File: config.mk
export PLATFORM = sky130hd
export DESIGN_NAME = pit_latch_readback
export DESIGN_NICKNAME = d
export VERILOG_FILES = /design/src/rtl/pit_lr_pkg.sv /design/src/rtl/pit_lr_dec.sv /design/src/rtl/pit_lr_chan.sv /design/src/rtl/pit_latch_readback.sv
export SDC_FILE = /design/constraint.sdc
export NUM_CORES = 1
export LEC_CHECK = 0
export ABC_AREA = 1
export BUFFER_PORTS_ARGS = -buffer_cell sky130_fd_sc_hd__buf_2
export CAP_MARGIN = 20
export CORE_UTILIZATION = 45
export CTS_CLUSTER_SIZE = 24
export DETAILED_ROUTE_END_ITERATION = 12
export PLACE_DENSITY = 0.64
export SETUP_SLACK_MARGIN = 0.2
export SLEW_MARGIN = 20
export SYNTH_ARGS = -nofsm -noshare
export SYNTH_HDL_FRONTEND = slang
export SYNTH_SLANG_ARGS = --single-unit
File: constraint.sdc
create_clock -name clk_i -period 2.8 [get_ports clk_i]
set_input_delay 0.56 -clock clk_i [delete_from_list [all_inputs] [get_ports clk_i]]
set_output_delay 0.56 -clock clk_i [all_outputs]
set_load 0.02 [all_outputs]
File: src/rtl/pit_lr_pkg.sv
package pit_lr_pkg;
  typedef enum logic [1:0] {
    AM_TWO_ALT = 2'b00,
    AM_LOW     = 2'b01,
    AM_HIGH    = 2'b10,
    AM_TWO     = 2'b11
  } acc_mode_e;

  localparam int unsigned CNT_W = 16;
  localparam int unsigned STS_W = 8;
  localparam logic [1:0]  CTRL_ADDR = 2'd3;
endpackage

File: src/rtl/pit_lr_dec.sv
module pit_lr_dec #(
  parameter int unsigned NCH = 3
) (
  input  logic           clk_i,
  input  logic           rst_ni,
  input  logic           wr_i,
  input  logic [1:0]     addr_i,
  input  logic [7:0]     wdata_i,
  output logic [NCH-1:0] lat_cnt_o,
  output logic [NCH-1:0] lat_sts_o,
  output logic [NCH-1:0] clr_o
);
  import pit_lr_pkg::*;

  logic ctl_wr, multi, single_snap;

  always_comb begin
    ctl_wr      = wr_i && (addr_i == CTRL_ADDR);
    multi       = ctl_wr && (wdata_i[7:6] == 2'b11);
    single_snap = ctl_wr && !multi && (wdata_i[5:4] == 2'b00);
    for (int i = 0; i < NCH; i++) begin
      lat_cnt_o[i] = (multi && wdata_i[i+1] && !wdata_i[5]) ||
                     (single_snap && (wdata_i[7:6] == 2'(i)));
      lat_sts_o[i] = multi && wdata_i[i+1] && !wdata_i[4];
      clr_o[i]     = ctl_wr && !multi && !single_snap && (wdata_i[7:6] == 2'(i));
    end
  end

  p_clr_onehot_r10: assert property (@(posedge clk_i) disable iff (!rst_ni)
    $onehot0(clr_o));
  p_clr_excl_r10: assert property (@(posedge clk_i) disable iff (!rst_ni)
    (|clr_o) |-> !(|lat_cnt_o) && !(|lat_sts_o));
endmodule

File: src/rtl/pit_lr_chan.sv
module pit_lr_chan
  import pit_lr_pkg::*;
(
  input  logic             clk_i,
  input  logic             rst_ni,
  input  logic [CNT_W-1:0] live_cnt_i,
  input  logic [STS_W-1:0] live_sts_i,
  input  logic [1:0]       mode_i,
  input  logic             rd_i,
  input  logic             lat_cnt_i,
  input  logic             lat_sts_i,
  input  logic             clr_i,
  output logic [7:0]       rd_byte_o
);
  logic [CNT_W-1:0] cnt_q, cnt_n;
  logic [STS_W-1:0] sts_q, sts_n;
  logic             cnt_pend_q, cnt_pend_n;
  logic             sts_pend_q, sts_pend_n;
  logic             hi_q, hi_n;
  logic [CNT_W-1:0] src;
  logic             two_byte;

  always_comb begin
    two_byte = (mode_i == AM_TWO) || (mode_i == AM_TWO_ALT);
    src      = cnt_pend_q ? cnt_q : live_cnt_i;
    if (sts_pend_q)                rd_byte_o = sts_q;
    else if (mode_i == AM_LOW)     rd_byte_o = src[7:0];
    else if (mode_i == AM_HIGH)    rd_byte_o = src[15:8];
    else                           rd_byte_o = hi_q ? src[15:8] : src[7:0];
  end

  always_comb begin
    cnt_n      = cnt_q;
    sts_n      = sts_q;
    cnt_pend_n = cnt_pend_q;
    sts_pend_n = sts_pend_q;
    hi_n       = hi_q;
    if (rd_i) begin
      if (sts_pend_q) sts_pend_n = 1'b0;
      else begin
        if (two_byte) hi_n = ~hi_q;
        if (cnt_pend_q && (!two_byte || hi_q)) cnt_pend_n = 1'b0;
      end
    end
    if (clr_i) begin
      cnt_pend_n = 1'b0;
      sts_pend_n = 1'b0;
      hi_n       = 1'b0;
    end else begin
      // first snapshot wins until consumed
      if (lat_cnt_i && !cnt_pend_q) begin
        cnt_pend_n = 1'b1;
        cnt_n      = live_cnt_i;
      end
      if (lat_sts_i && !sts_pend_q) begin
        sts_pend_n = 1'b1;
        sts_n      = live_sts_i;
      end
    end
  end

  always_ff @(posedge clk_i or negedge rst_ni) begin
    if (!rst_ni) begin
      cnt_q      <= '0;
      sts_q      <= '0;
      cnt_pend_q <= 1'b0;
      sts_pend_q <= 1'b0;
      hi_q       <= 1'b0;
    end else begin
      cnt_q      <= cnt_n;
      sts_q      <= sts_n;
      cnt_pend_q <= cnt_pend_n;
      sts_pend_q <= sts_pend_n;
      hi_q       <= hi_n;
    end
  end

  p_cnt_capture_r2: assert property (@(posedge clk_i) disable iff (!rst_ni)
    $rose(cnt_pend_q) |-> cnt_q == $past(live_cnt_i));
  p_cnt_hold_r3: assert property (@(posedge clk_i) disable iff (!rst_ni)
    (cnt_pend_q && $past(cnt_pend_q)) |-> $stable(cnt_q));
  p_sts_capture_r4: assert property (@(posedge clk_i) disable iff (!rst_ni)
    $rose(sts_pend_q) |-> sts_q == $past(live_sts_i));
  p_sts_hold_r6: assert property (@(posedge clk_i) disable iff (!rst_ni)
    (sts_pend_q && $past(sts_pend_q)) |-> $stable(sts_q));
  p_sts_first_r5: assert property (@(posedge clk_i) disable iff (!rst_ni)
    (rd_i && sts_pend_q && !clr_i && !lat_cnt_i) |=> !sts_pend_q && $stable(cnt_pend_q));
  p_clear_r10: assert property (@(posedge clk_i) disable iff (!rst_ni)
    clr_i |=> !cnt_pend_q && !sts_pend_q && !hi_q);
endmodule

File: src/rtl/pit_latch_readback.sv
module pit_latch_readback
  import pit_lr_pkg::*;
#(
  parameter int unsigned NCH = 3
) (
  input  logic               clk_i,
  input  logic               rst_ni,
  input  logic               wr_i,
  input  logic               rd_i,
  input  logic [1:0]         addr_i,
  input  logic [7:0]         wdata_i,
  output logic [7:0]         rdata_o,
  input  logic [NCH*16-1:0]  live_count_i,
  input  logic [NCH*8-1:0]   live_status_i,
  input  logic [NCH*2-1:0]   mode_i
);
  logic [NCH-1:0] lat_cnt, lat_sts, clr, rd_sel;
  logic [7:0]     ch_byte [NCH];

  pit_lr_dec #(.NCH(NCH)) u_dec (
    .clk_i     (clk_i),
    .rst_ni    (rst_ni),
    .wr_i      (wr_i),
    .addr_i    (addr_i),
    .wdata_i   (wdata_i),
    .lat_cnt_o (lat_cnt),
    .lat_sts_o (lat_sts),
    .clr_o     (clr)
  );

  for (genvar g = 0; g < NCH; g++) begin : g_ch
    assign rd_sel[g] = rd_i && (addr_i == 2'(g));
    pit_lr_chan u_chan (
      .clk_i      (clk_i),
      .rst_ni     (rst_ni),
      .live_cnt_i (live_count_i[g*16 +: 16]),
      .live_sts_i (live_status_i[g*8 +: 8]),
      .mode_i     (mode_i[g*2 +: 2]),
      .rd_i       (rd_sel[g]),
      .lat_cnt_i  (lat_cnt[g]),
      .lat_sts_i  (lat_sts[g]),
      .clr_i      (clr[g]),
      .rd_byte_o  (ch_byte[g])
    );
  end

  always_comb begin
    rdata_o = '0;
    for (int i = 0; i < NCH; i++)
      if (addr_i == 2'(i)) rdata_o = ch_byte[i];
  end

  p_ctl_read_zero_r1: assert property (@(posedge clk_i) disable iff (!rst_ni)
    (rd_i && addr_i == CTRL_ADDR) |-> rdata_o == 8'h00);
  p_rd_onehot_r8: assert property (@(posedge clk_i) disable iff (!rst_ni)
    $onehot0(rd_sel));
endmodule

Word level (Yosys, flattened, before mapping)
Cells that the tools add are included.

word-level totals
  register bits after elaboration = 81
  input bits = 92
  word-level logic and storage cells = 183

operators by class
  equality and inequality tests = 21
  multiplexer cells = 54
  bitwise logic cells = 6
  reductions and logical operators = 87

operators with widths
  kind                  count
  $mux W8               15
  $mux W16              3
  $mux W1               36
  $logic_and A1 B1 Y1   32
  $reduce_bool A3 Y1    9
  $eq A2 B2 Y1 const B  10
  $reduce_and A3 Y1     6
  $logic_not A1 Y1      13
  $logic_not A2 Y1      6
  $reduce_and A2 Y1     6
  $reduce_bool A2 Y1    6
  $eq A2 B1 Y1 const B  5
  $logic_or A1 B1 Y1    9
  $ne A3 B2 Y1 const B  3
  $ne A2 B1 Y1 const B  3
  $not A1 Y1            6

Depth between registers and ports, before layout
Gate-level depths: netlist of run 1.

  depth after elaboration = 11
  gate-level depth with buffers = 9
  gate-level depth less buffers = 8

By module
A second synthesis of run 1 with hierarchy kept.

unflattened totals
  cell total of the unflattened synthesis = 771
  area total of the unflattened synthesis = 5581.6 um^2

by module, submodules not included
  module              instances  cells an instance  area each (um^2)  seq. area each (um^2)
  pit_lr_chan         3          233                1731.7            675.6
  pit_latch_readback  1          41                 210.2             0.0
  pit_lr_dec          1          31                 176.4             0.0

Worst setup path before layout of run 1
OpenSTA, ideal clock, no wires.

  path kind = input to output
  start point = input mode_i[0]
  end point = output rdata_o[0]
  arrival time = 1.557 ns
  setup slack = 0.683 ns
  cell stages on the path = 8
  buffers on the path = 0
  cells stage by stage = inv_1 > ha_1 > o21bai_2 > inv_1 > nand2_1 > nand3_1 > nand2_1 > nand3_1

between the ends
  longest elaborated chain between the ends = 7
  elaborated cells on any way between the ends = 8

ends and longest elaborated chain
  item                       line                      text
  start: declaration         pit_latch_readback.sv:15  input logic [NCH*2-1:0] mode_i
  $eq A2 B2 Y1               pit_lr_chan.sv:28         else if (mode_i == AM_HIGH) rd_byte_o = src[15:8];
  $mux W8                    pit_lr_chan.sv:28
  $mux W8 (*)                pit_lr_chan.sv:27         else if (mode_i == AM_LOW) rd_byte_o = src[7:0];
  $mux W8 (*)                pit_lr_chan.sv:26         if (sts_pend_q) rd_byte_o = sts_q;
  $mux W8 (*) (3 in series)  pit_latch_readback.sv:50  if (addr_i == 2'(i)) rdata_o = ch_byte[i];
  end: declaration           pit_latch_readback.sv:12  output logic [7:0] rdata_o,

Mark *: on every way between the ends. The rest lies on a longest branch, timed or not.

Worst setup path after layout of run 1
  start point = register g_ch[0].u_chan.cnt_pend_q
  end point = output rdata_o[3]

between the ends
  longest elaborated chain between the ends = 8

ends and longest elaborated chain
  item                       line                      text
  start: declaration         pit_lr_chan.sv:17         logic cnt_pend_q, cnt_pend_n;
  start signal: assignment   pit_lr_chan.sv:72         cnt_pend_q <= cnt_pend_n;
  $mux W16 (*)               pit_lr_chan.sv:25         src = cnt_pend_q ? cnt_q : live_cnt_i;
  $mux W8                    pit_lr_chan.sv:29         else rd_byte_o = hi_q ? src[15:8] : src[7:0];
  $mux W8                    pit_lr_chan.sv:28
  $mux W8 (*)                pit_lr_chan.sv:27
  $mux W8 (*)                pit_lr_chan.sv:26
  $mux W8 (*) (3 in series)  pit_latch_readback.sv:50

Marks and branches as above.

==> impl_metrics.csv, run 1 <==
group,metric,value,unit
status,status,"complete, no violations",
routing,post_drt_via_cell_ratio,5.01,
cts,cts_tree,"yes",
logic_synthesis,synth_area,4920,sq um
grt,overflow,0,
timing,tightest_slew,0.598,ns
logic_synthesis,synthFlopType,"dfrtp_1",
setup_path,path_cells,"buf_4 -> inv_1 -> buf_8 -> nand2_1 -> nand2_1 -> nand2_1 -> nand3_1 -> nand2_1 -> nand3_1 -> buf_2",
logic_synthesis,syn_inst,721,
cells_and_area,final_layout_size_suffix_gt1_share,19.9,%
timing,rsz0062_at_grt,"no",
timing,hold_viol_final,0,
logic_synthesis,synth_top_area_share,41.2,%
setup_path,cp-start-kind,"flop",
routing,num_vias,4762,
cts,cts_max_level,3,
logic_synthesis,synth_area_leaders,"dfrtp_1 (41%), nand2_1 (27%), nand3_1 (9.0%), nor2_1 (4.5%), o21ai_2 (4.4%)",
logic_synthesis,ys_types,25,
cts,cts_buffer_depth,2,
timing,timing.hold.ws,0.192,ns
cts,clk_pin_slew,0.08,ns
routing,drc,0,
setup_path,crit_path_end_kind,"output pin",
cts,cts.sinks,81,
logic_synthesis,synth_nets,819,
timing,slew_viol_final,0,
timing,setup_viol,0,
logic_synthesis,synth-warning-count,0,
timing,setup_tns,0,ns
timing,layout_min_cycle_time,2.46,ns
cells_and_area,antenna_cells,0,
grt,grt_pass1_wl,20500,um
hold_path,hold_path.class,"primary input to async pin",
floorplan,dieArea,11400,sq um
setup_path,path_class,"flop to output pin",
pwr,power.density,558,nW/um^2
grt,grt_max_degree,44,
logic_synthesis,synth_edf_count,0,
place,port_buffers,98,
setup_path,cp_common_cell,"nand2_1",
floorplan,die_w,107,um
logic_synthesis,yosysTopAreaCell,"dfrtp_1",
setup_path,timing.critical_path.max_delay_family,"buffers and inverters",
setup_path,cp_slowest_cell,"dfrtp_1",
routing,dr.pass1.iters,7,
setup_path,r2r_slack,1.42,ns
cts,cts_setup_buffers,0,
routing,wire_per_inst,13.2,um
timing,skew,0.00764,ns
logic_synthesis,yosys-top-cells-count,"nand2_1 (353), nand3_1 (89), dfrtp_1 (81), nor2_1 (59), inv_1 (48)",
floorplan,num_rows,37,
pwr,leakagePower,3.37,nW
grt,grt_pass1_vias,4303,
timing,slew_headroom,60.1,%
setup_path,required,2.24,ns
timing,fmax,0.406,GHz
logic_synthesis,ys_seq_area_share,41.2,%
setup_path,cp.arrival,1.90,ns
routing,totalWireLength,12500,um
grt,track_usage,23.1,%
logic_synthesis,synth_seq_cells,81,
grt,antenna_found_initial,0,
setup_path,cpPeakStageDelay,0.36,ns
routing,antenna_left,0,
place,hpwlAfterDp,9060,um
place,gp_congestion,0.816,
setup_path,reg2reg_to,"g_ch[2].u_chan.hi_q",
cts,root_buffer,"clkbuf_8",
setup_path,r2r_start,"g_ch[2].u_chan.sts_pend_q",
cells_and_area,fin_util,54.2,%
pwr,power,3.17,mW
setup_path,cp_max_fo,33,
setup_path,cp_num_buf_inv,4,
floorplan,io_pins,100,
logic_synthesis,async_reset_ff_share,100,%
cells_and_area,layout.nets,909,
floorplan,start_util,47.1,%
job,max-cap-violations,0,
logic_synthesis,yosysMostFrequentCell,"nand2_1",
pwr,vdd_drop_max,0.000211,V
floorplan,core_area,10500,sq um
cells_and_area,area_growth,15.2,%
routing,drt_iter0_markers,304,
cts,cts_made_buffers,9,
timing,period_share,88.0,%
setup_path,worstRegToRegCells,4,
cts,clk_latency,0.36,ns
logic_synthesis,synth.avg_cell_area,6.83,sq um
floorplan,die_y,107,um
==> flip-flops by register name (all words and copies together), names as in the netlist <==
name                    count
g_ch.u_chan.cnt_q          48
g_ch.u_chan.sts_q          24
g_ch.u_chan.cnt_pend_q      3
g_ch.u_chan.hi_q            3
g_ch.u_chan.sts_pend_q      3
==> where the power goes <==
part	internal (mW)	switching, mW
clock network	0.336	0.425
logic	0.332	0.569
registers	1.38	0.124
total	2.05	1.12
==> layout by cell type, fill, tap and decap left out, types with 2 or more instances in the layout <==
master / netlist / routed
nand2_1: 353 / 353
buf_2: 12 / 97
nand3_1: 89 / 89
dfrtp_1: 81 / 81
nor2_1: 59 / 58
inv_1: 48 / 48
o21ai_2: 25 / 25
clkbuf_8: 0 / 10
nand4_1: 8 / 8
buf_4: 3 / 7
ha_1: 6 / 6
nand2_2: 5 / 5
clkinv_2: 0 / 4
nand2_4: 3 / 3
nand3_2: 3 / 3
o21ai_0: 3 / 3
o21bai_4: 0 / 2
a21oi_1: 2 / 2
==> stage by stage <==
stage	cells	worst slack [ns]	cell area [sq um]
finish	951	0.337	5670
global route	951	0.202	5670
CTS	951	0.226	5650
detailed placement	936	0.232	5490
global placement	936	0.253	5490
floorplan	721	0.683	4920
==> layout make-up <==
type	instances	area (sq um)
Fill cell	1089	4790
Multi-Input combinational cell	563	2550
Timing Repair Buffer	106	573
Sequential cell	81	2030
Clock inverter	4	20.0
Clock buffer	11	141
Inverter	50	188
Tap cell	136	170
==> cells by family (layout without fill, tap and decap cells) <==
family | count (synthesis) | after routing | share of synthesized area (%)
and+or+nand+nor | 523 | 523 | 44.2
DFF | 81 | 81 | 41.2
buffers and inverters | 77 | 171 | 7.32
AOI/OAI and AO/OA | 33 | 33 | 5.57
adders and majority gates | 6 | 6 | 1.52
xor gates and xnor gates | 1 | 1 | 0.178
==> worst max-delay path by stage <==
stage                                    from         end  slack (ns)  depth (start not counted)
floorplan                           mode_i[0]  rdata_o[0]        0.68                          8
global placement                    mode_i[0]  rdata_o[3]        0.25                         10
detailed placement                  mode_i[2]  rdata_o[6]        0.23                         10
CTS                                 mode_i[2]  rdata_o[6]        0.23                         10
global route                        mode_i[2]  rdata_o[1]        0.20                         10
finish              g_ch[0].u_chan.cnt_pend_q  rdata_o[3]        0.34                         10
==> layer usage <==
metal	vias up	global-route usage [%]	part of all wire, %	wire [um]
li1	2429	-	-	-
met1	2199	33.4	48	6040
met2	119	35.4	45	5640
met3	15	2.80	5.1	643
met4	0	8.61	1.7	216
met5	-	0	0	0
==> timing repair <==
item | CTS | global route
hold buffers | 0 | 0
setup endpoints to repair | 0 | 8
resized for setup | 0 | 5
No activity file was read; power rests on OpenSTA's default activity.
==> inputs of run 2 (changes only) <==
ABC_AREA = unset   (was 1)
PLACE_DENSITY = 0.66   (was 0.64)
clock period = 2.3 ns   (was 2.8 ns; I/O delays follow)
==> run 2 against run 1 <==
Highest routed layer unchanged. Synthesized cell count decreased by 56%. The flow now finishes with violations (negative setup slack). Clock skew fell by 0.0035 ns. Via count is 35% lower. Sequential power increased by 23%. Final area down 1.1%. Critical endpoint is now rdata_o[5]. Flip-flop and latch count stayed put.
==> impl_metrics.csv, run 2 <==
group,metric,value,unit
setup_path,timing.critical_path.max_delay_family,"compound AO/OA/AOI/OAI gates",
cells_and_area,multi_input_area,2350,sq um
floorplan,dieArea,10000,sq um
timing,setup_viol,8,
cts,clk_latency,0.36,ns
floorplan,die_w,100,um
setup_path,cp_slowest_cell,"mux4_2",
cells_and_area,layout.nets,530,
routing,drt_iter0_markers,117,
setup_path,cpPeakStageDelay,0.55,ns
timing,slew_viol_final,0,
floorplan,io_pins,100,
timing,layout_min_cycle_time,2.66,ns
logic_synthesis,synth_seq_cells,81,
setup_path,worstRegToRegCells,4,
status,status,"complete, but fails checks",
logic_synthesis,synth_edf_count,0,
cells_and_area,regMostFlops,"g_ch.u_chan.cnt_q",
cells_and_area,final_cells,566,
setup_path,required,1.84,ns
logic_synthesis,async_reset_ff_share,100,%
cts,cts_tree,"yes",
grt,grt_pass1_wl,16600,um
logic_synthesis,synth-warning-count,0,
logic_synthesis,synthFlopType,"dfrtp_1",
place,port_buffers,98,
cells_and_area,regArea,2030,sq um
grt,grt_pass1_vias,3273,
cells_and_area,largestRegisters,"g_ch.u_chan.cnt_q (48), g_ch.u_chan.sts_q (24)",
routing,dr.pass1.iters,4,
cells_and_area,final_cell_mix,"buf_2 (90), dfrtp_1 (81), mux2_2 (53)",
floorplan,core_area,9280,sq um
logic_synthesis,yosys-top-cells-count,"dfrtp_1 (81), mux2_2 (53), mux4_2 (24), mux2_1 (19), nand2_1 (13)",
floorplan,start_util,46.8,%
job,max-cap-violations,0,
floorplan,die_y,100,um
hold_path,hold_path.class,"primary input to async pin",
routing,wire_per_inst,18.2,um
logic_synthesis,ys_seq_area_share,46.7,%
setup_path,path_class,"flop to output pin",
pwr,p_comb_share,29.0,%
pwr,power.density,734,nW/um^2
status,violations,"negative setup slack",
routing,drc,0,
setup_path,cp.depth,6,
pwr,p_sw_share,29.0,%
logic_synthesis,synth_top_area_share,46.7,%
routing,antenna_left,0,
timing,slew_headroom,61.5,%
setup_path,cp-start-kind,"flop",
routing,post_drt_via_cell_ratio,5.45,
setup_path,path_cells,"o21bai_1 -> buf_4 -> mux4_2 -> a221oi_4 -> a22oi_2 -> buf_6",
pwr,pwr-share-clk,26.3,%
timing,rsz0062_at_grt,"yes",
cells_and_area,final_layout_size_suffix_gt1_share,57.7,%
grt,track_usage,21.9,%
cts,cts_setup_buffers,0,
cells_and_area,fin_util,60.5,%
place,place_inst,550,
pwr,leakagePower,2.55,nW
logic_synthesis,synth.avg_cell_area,13.8,sq um
place,place_ws,-0.449,ns
logic_synthesis,yosysMostFrequentCell,"dfrtp_1",
setup_path,r2r_slack,0.68,ns
cts,clk_pin_slew,0.08,ns
setup_path,crit_start,"g_ch[1].u_chan.hi_q",
cts,cts_max_level,3,
timing,skew,0.00415,ns
setup_path,r2r_start,"g_ch[2].u_chan.cnt_pend_q",
place,gp_congestion,0.756,
timing,fmax,0.375,GHz
routing,num_vias,3083,
setup_path,crit_path_end_kind,"output pin",
pwr,power,4.12,mW
logic_synthesis,yosysTopAreaCell,"dfrtp_1",
cts,cts_buffer_depth,2,
pwr,power_frac_seq,44.7,%
routing,totalWireLength,10300,um
grt,grt_max_degree,43,
setup_path,cp_num_buf_inv,2,
logic_synthesis,synth_area_leaders,"dfrtp_1 (47%), mux2_2 (14%), mux4_2 (12%), mux2_1 (4.9%), ha_1 (1.7%)",
timing,period_share,116,%
timing,tightest_slew,0.577,ns
setup_path,reg2reg_to,"g_ch[2].u_chan.cnt_q[8]",
cts,cts.sinks,81,
cts,root_buffer,"clkbuf_8",
logic_synthesis,ys_types,39,
logic_synthesis,synth_area,4340,sq um
pwr,power_switching,1.20,mW
pwr,internal-power,2.92,mW
grt,antenna_found_initial,0,
floorplan,num_rows,35,
pwr,vdd_drop_max,0.000413,V
cells_and_area,area_growth,29.3,%
setup_path,critical_path.endpoint,"rdata_o[5]",
cells_and_area,largest_register_ffs,48,
cells_and_area,final_common_cell,"buf_2",
timing,timing.hold.ws,0.0797,ns
timing,fin_ws,-0.364,ns
setup_path,cp_max_fo,7,
cells_and_area,antenna_cells,0,
logic_synthesis,synth_nets,413,
setup_path,cp.arrival,2.20,ns
cts,cts_made_buffers,9,
timing,hold_viol_final,0,
place,hpwlAfterDp,8030,um
logic_synthesis,syn_inst,315,
cells_and_area,final.fill_count,774,
grt,overflow,0,
run 2: area by class of cell:
class / instances / share of cell area, %
inverters: 6 / 0.535
clock buffers: 10 / 2.45
clock inverters: 6 / 1.20
multi-input cells: 206 / 41.8
repair buffers: 128 / 15.0
flip-flops and latches: 81 / 36.1
well taps: 129 / 2.88
run 2: worst reg2reg max path, delay by kind of cell, from the launching register on:
family | cells | cell delay, ns
flops | 1 | 0.43
mux | 1 | 0.36
simple gates | 1 | 0.33
buf+inv | 2 | 0.40
run 2: timing repair:
| action | in CTS | in global routing |
|---|---|---|
| hold buffers | 0 | 0 |
| gates resized for setup | 16 | 6 |
| setup endpoints to repair | 8 | 8 |
| pin swaps | 4 | 4 |
run 2: cell families (layout without fill, tap and decap cells):
family | Yosys count | in the layout | share of synthesized area, %
compound gates | 39 | 39 | 6.40
xor+xnor | 3 | 3 | 0.605
fa+ha+maj | 6 | 6 | 1.73
buf+inv | 28 | 150 | 3.23
flops | 81 | 81 | 46.7
mux | 102 | 102 | 32.5
simple gates | 56 | 56 | 8.82
run 2: per-stage QoR:
step           area, sq um  TNS (ns)
2_1_floorplan         4470  -0.00887
3_3_place_gp          5300     -3.03
3_5_place_dp          5300     -3.09
4_1_cts               5580     -2.83
5_1_grt               5610     -3.55
6_report              5610     -2.65
run 2: power by group through the flow:
stage | logic [mW] | clock network, mW | registers [mW]
6_report | 1.20 | 1.08 | 1.84
5_1_grt | 1.29 | 1.16 | 1.87
4_1_cts | 1.20 | 1.10 | 1.84
3_5_place_dp | 1.15 | 0 | 1.87
3_3_place_gp | 1.12 | 0 | 1.85
2_1_floorplan | 0.802 | 0 | 1.80
run 2: how the worst min path moves through the flow:
stage / startpoint / to / cells past startpoint
3_3_place_gp: g_ch[2].u_chan.cnt_q[6] / g_ch[2].u_chan.cnt_q[6] / 1
3_5_place_dp: g_ch[2].u_chan.cnt_q[6] / g_ch[2].u_chan.cnt_q[6] / 1
4_1_cts: rst_ni / g_ch[1].u_chan.cnt_q[14] / 1
5_1_grt: rst_ni / g_ch[1].u_chan.cnt_q[14] / 1
6_report: rst_ni / g_ch[1].u_chan.cnt_q[14] / 1
2_1_floorplan: rst_ni / g_ch[0].u_chan.cnt_pend_q / 0
run 2: metal layers:
| layer | track usage [%] | share of wire, % | up-vias |
|---|---|---|---|
| li1 | - | - | 1422 |
| met1 | 28.7 | 44 | 1568 |
| met2 | 36.1 | 49 | 80 |
| met3 | 5.43 | 6.3 | 13 |
| met4 | 6.69 | 1.4 | 0 |
| met5 | 0 | 0 | - |
==> inputs of run 3 (changes only) <==
PLACE_DENSITY = 0.65   (was 0.66)
SYNTH_HIERARCHICAL = 1   (was unset)
==> run 3 against run 2 <==
Fmax shrank 4.7%. The flow still finishes with violations (negative setup slack). Total power grew 9.1%. Sequential share of layout area shrank 1.3 points. Largest cell class unchanged. Clock power grew 14%.
==> impl_metrics.csv, run 3 <==
group,metric,value,unit
status,status,"complete, but fails checks",
status,violations,"negative setup slack",
logic_synthesis,yosysMostFrequentCell,"mux2_2",
setup_path,crit_path_end_kind,"output pin",
cts,cts_tree,"yes",
floorplan,start_util,46.0,%
floorplan,dieArea,10400,sq um
logic_synthesis,ys_types,32,
grt,grt_pass1_vias,3203,
timing,rsz0062_at_grt,"yes",
logic_synthesis,yosys-top-cells-count,"mux2_2 (96), dfrtp_1 (81), mux4_2 (24), inv_1 (20), mux2i_1 (11)",
cts,cts_max_level,3,
cells_and_area,final_cell_mix,"mux2_2 (91), buf_2 (86), dfrtp_1 (81)",
place,port_buffers,98,
timing,fin_ws,-0.495,ns
routing,wire_per_inst,17.4,um
setup_path,cp_max_fo,8,
timing,fmax,0.358,GHz
grt,grt_pass1_wl,15900,um
cts,cts_made_buffers,9,
timing,slew_headroom,64.0,%
cells_and_area,final_layout_size_suffix_gt1_share,66.8,%
timing,setup_tns,-3.83,ns
cts,postCtsHoldBufs,0,
routing,antenna_left,0,
timing,hold_viol_final,0,
grt,grt_max_degree,46,
logic_synthesis,synth_nets,409,
cells_and_area,area_growth,30.2,%
floorplan,die_w,102,um
logic_synthesis,syn_inst,311,
pwr,vdd_drop_max,0.000417,V
job,max-cap-violations,0,
setup_path,cp_common_cell,"buf_6",
cells_and_area,antenna_cells,0,
setup_path,cp-start-kind,"primary input",
routing,num_vias,3029,
timing,layout_min_cycle_time,2.79,ns
cts,cts.sinks,81,
pwr,leakagePower,2.68,nW
setup_path,path_cells,"buf_2 -> ha_4 -> o21bai_1 -> buf_6 -> mux4_2 -> mux2_2 -> mux2i_1 -> buf_4 -> o2bb2ai_2 -> buf_6",
grt,overflow,0,
logic_synthesis,synthFlopType,"dfrtp_1",
floorplan,io_pins,100,
pwr,p_sw_share,26.4,%
cells_and_area,largestRegisters,"g_ch.u_chan/cnt_q (48), g_ch.u_chan/sts_q (24)",
pwr,p_comb_share,31.8,%
floorplan,num_rows,36,
place,place_ws,-0.596,ns
timing,tightest_slew,0.541,ns
setup_path,required,1.84,ns
logic_synthesis,synth_area,4480,sq um
logic_synthesis,synth_seq_cells,81,
timing,slew_viol_final,0,
pwr,power_switching,1.18,mW
cts,cts_buffer_depth,2,
routing,dr.pass1.iters,5,
setup_path,path_class,"primary input to output pin",
setup_path,worstRegToRegCells,4,
logic_synthesis,ys_seq_area_share,45.3,%
timing,period_share,122,%
logic_synthesis,synth.avg_cell_area,14.4,sq um
cells_and_area,largest_register_ffs,48,
logic_synthesis,synth_top_area_share,45.3,%
timing,skew,0.00775,ns
pwr,pwr-share-clk,27.3,%
floorplan,core_area,9730,sq um
timing,setup_viol,8,
hold_path,hold_path.class,"primary input to async pin",
cells_and_area,regMostFlops,"g_ch.u_chan/cnt_q",
logic_synthesis,yosysTopAreaCell,"dfrtp_1",
setup_path,cp_slowest_cell,"mux4_2",
cells_and_area,fin_util,59.9,%
routing,totalWireLength,10000,um
setup_path,cp.arrival,2.33,ns
logic_synthesis,synth_area_leaders,"dfrtp_1 (45%), mux2_2 (24%), mux4_2 (12%), mux2i_1 (2.5%), ha_1 (1.7%)",
place,gp_congestion,0.820,
grt,antenna_found_initial,0,
cells_and_area,final.fill_count,824,
floorplan,die_y,102,um
cts,root_buffer,"clkbuf_8",
cells_and_area,layout.nets,538,
pwr,power.density,771,nW/um^2
cells_and_area,final_common_cell,"mux2_2",
place,hpwlAfterDp,7580,um
logic_synthesis,synth-warning-count,6,
routing,drt_iter0_markers,103,
grt,track_usage,20.7,%
logic_synthesis,async_reset_ff_share,100,%
pwr,power_frac_seq,40.9,%
pwr,internal-power,3.31,mW
cts,clk_latency,0.35,ns
setup_path,cpPeakStageDelay,0.52,ns
cts,clk_pin_slew,0.08,ns
routing,post_drt_via_cell_ratio,5.26,
timing,timing.hold.ws,0.0642,ns
logic_synthesis,synth_edf_count,0,
routing,drc,0,
run 3: changes by cell type in the layout (fill, tap and decap cells not counted), moves of 4 or more:
| cell | delta |
|---|---|
| a21oi_1 | -10 |
| a221oi_4 | -5 |
| a22oi_2 | -7 |
| buf_2 | -4 |
| buf_4 | +6 |
| inv_1 | +13 |
| mux2_1 | -19 |
| mux2_2 | +38 |
| mux2_4 | +5 |
| nand2_1 | -9 |
| nand3_1 | -5 |
| nor2_1 | -4 |
| o2bb2ai_2 | +8 |
run 3: kinds of logic (layout without fill, tap and decap cells):
group           Yosys count  in the layout  synth area share, %
mux                     131            131                 38.7
flops                    81             81                 45.3
simple gates             35             35                 5.73
buf+inv                  35            167                 4.00
compound gates           20             20                 4.08
fa+ha+maj                 6              6                 1.68
xor+xnor                  3              3                0.587
run 3: power by group through the flow:
stage | combinational (mW) | sequential, mW | clock (mW)
5_1_grt | 1.55 | 1.87 | 1.31
3_3_place_gp | 1.27 | 1.86 | 0
6_report | 1.43 | 1.84 | 1.23
4_1_cts | 1.40 | 1.84 | 1.26
2_1_floorplan | 0.939 | 1.79 | 0
3_5_place_dp | 1.29 | 1.87 | 0
run 3: through the flow:
| step | cells | power (mW) | cell area [sq um] |
|---|---|---|---|
| finish | 576 | 4.49 | 5830 |
| global route | 576 | 4.73 | 5830 |
| detailed placement | 557 | 3.16 | 5440 |
| CTS | 573 | 4.51 | 5770 |
| global placement | 557 | 3.13 | 5440 |
| floorplan | 311 | 2.73 | 4580 |
run 3: final cells by class:
class                   count  area (sq um)  share of cell area (%)
inverters                  20          85.1                    1.46
well taps                 133           166                    2.85
repair buffers            133           900                    15.4
clock buffers              11           141                    2.43
multi-input cells         195          2420                    41.5
flip-flops and latches     81          2030                    34.8
clock inverters             3          90.1                    1.55
run 3: repair_timing:
item / in CTS / in global routing
resized for setup: 24 / 9
setup buffers: 2 / 3
setup endpoints to repair: 8 / 8
hold endpoints to repair: 0 / 0
pin swaps: 3 / 7
run 3: path summary, 6_finish.rpt:
check,to,slack (ns),from
max,rdata_o[6],-0.49,mode_i[3]
min,g_ch[1].u_chan/cnt_pend_q,0.06,rst_ni
max reg2reg,g_ch[1].u_chan/cnt_q[0],0.67,g_ch[1].u_chan/cnt_pend_q
min reg2reg,g_ch[1].u_chan/cnt_q[4],0.51,g_ch[1].u_chan/cnt_q[4]
max in group asynchronous,g_ch[0].u_chan/hi_q,1.62,rst_ni
min in group clk_i,g_ch[1].u_chan/sts_q[5],0.34,live_status_i[13]
run 3: critical path: cells and delay by family:
| family | cells | cell delay, ns |
|---|---|---|
| AOI/OAI and AO/OA | 2 | 0.22 |
| adders and majority gates | 1 | 0.15 |
| buffers and inverters | 4 | 0.59 |
| muxes | 3 | 0.92 |
run 3: layer usage:
metal	GRT usage, %	up-vias	share of wire [%]
met2	34.2	68	49
met1	27.0	1527	44
met5	0	-	0
met4	5.24	0	1.1
met3	5.80	10	5.1
li1	-	1424	-
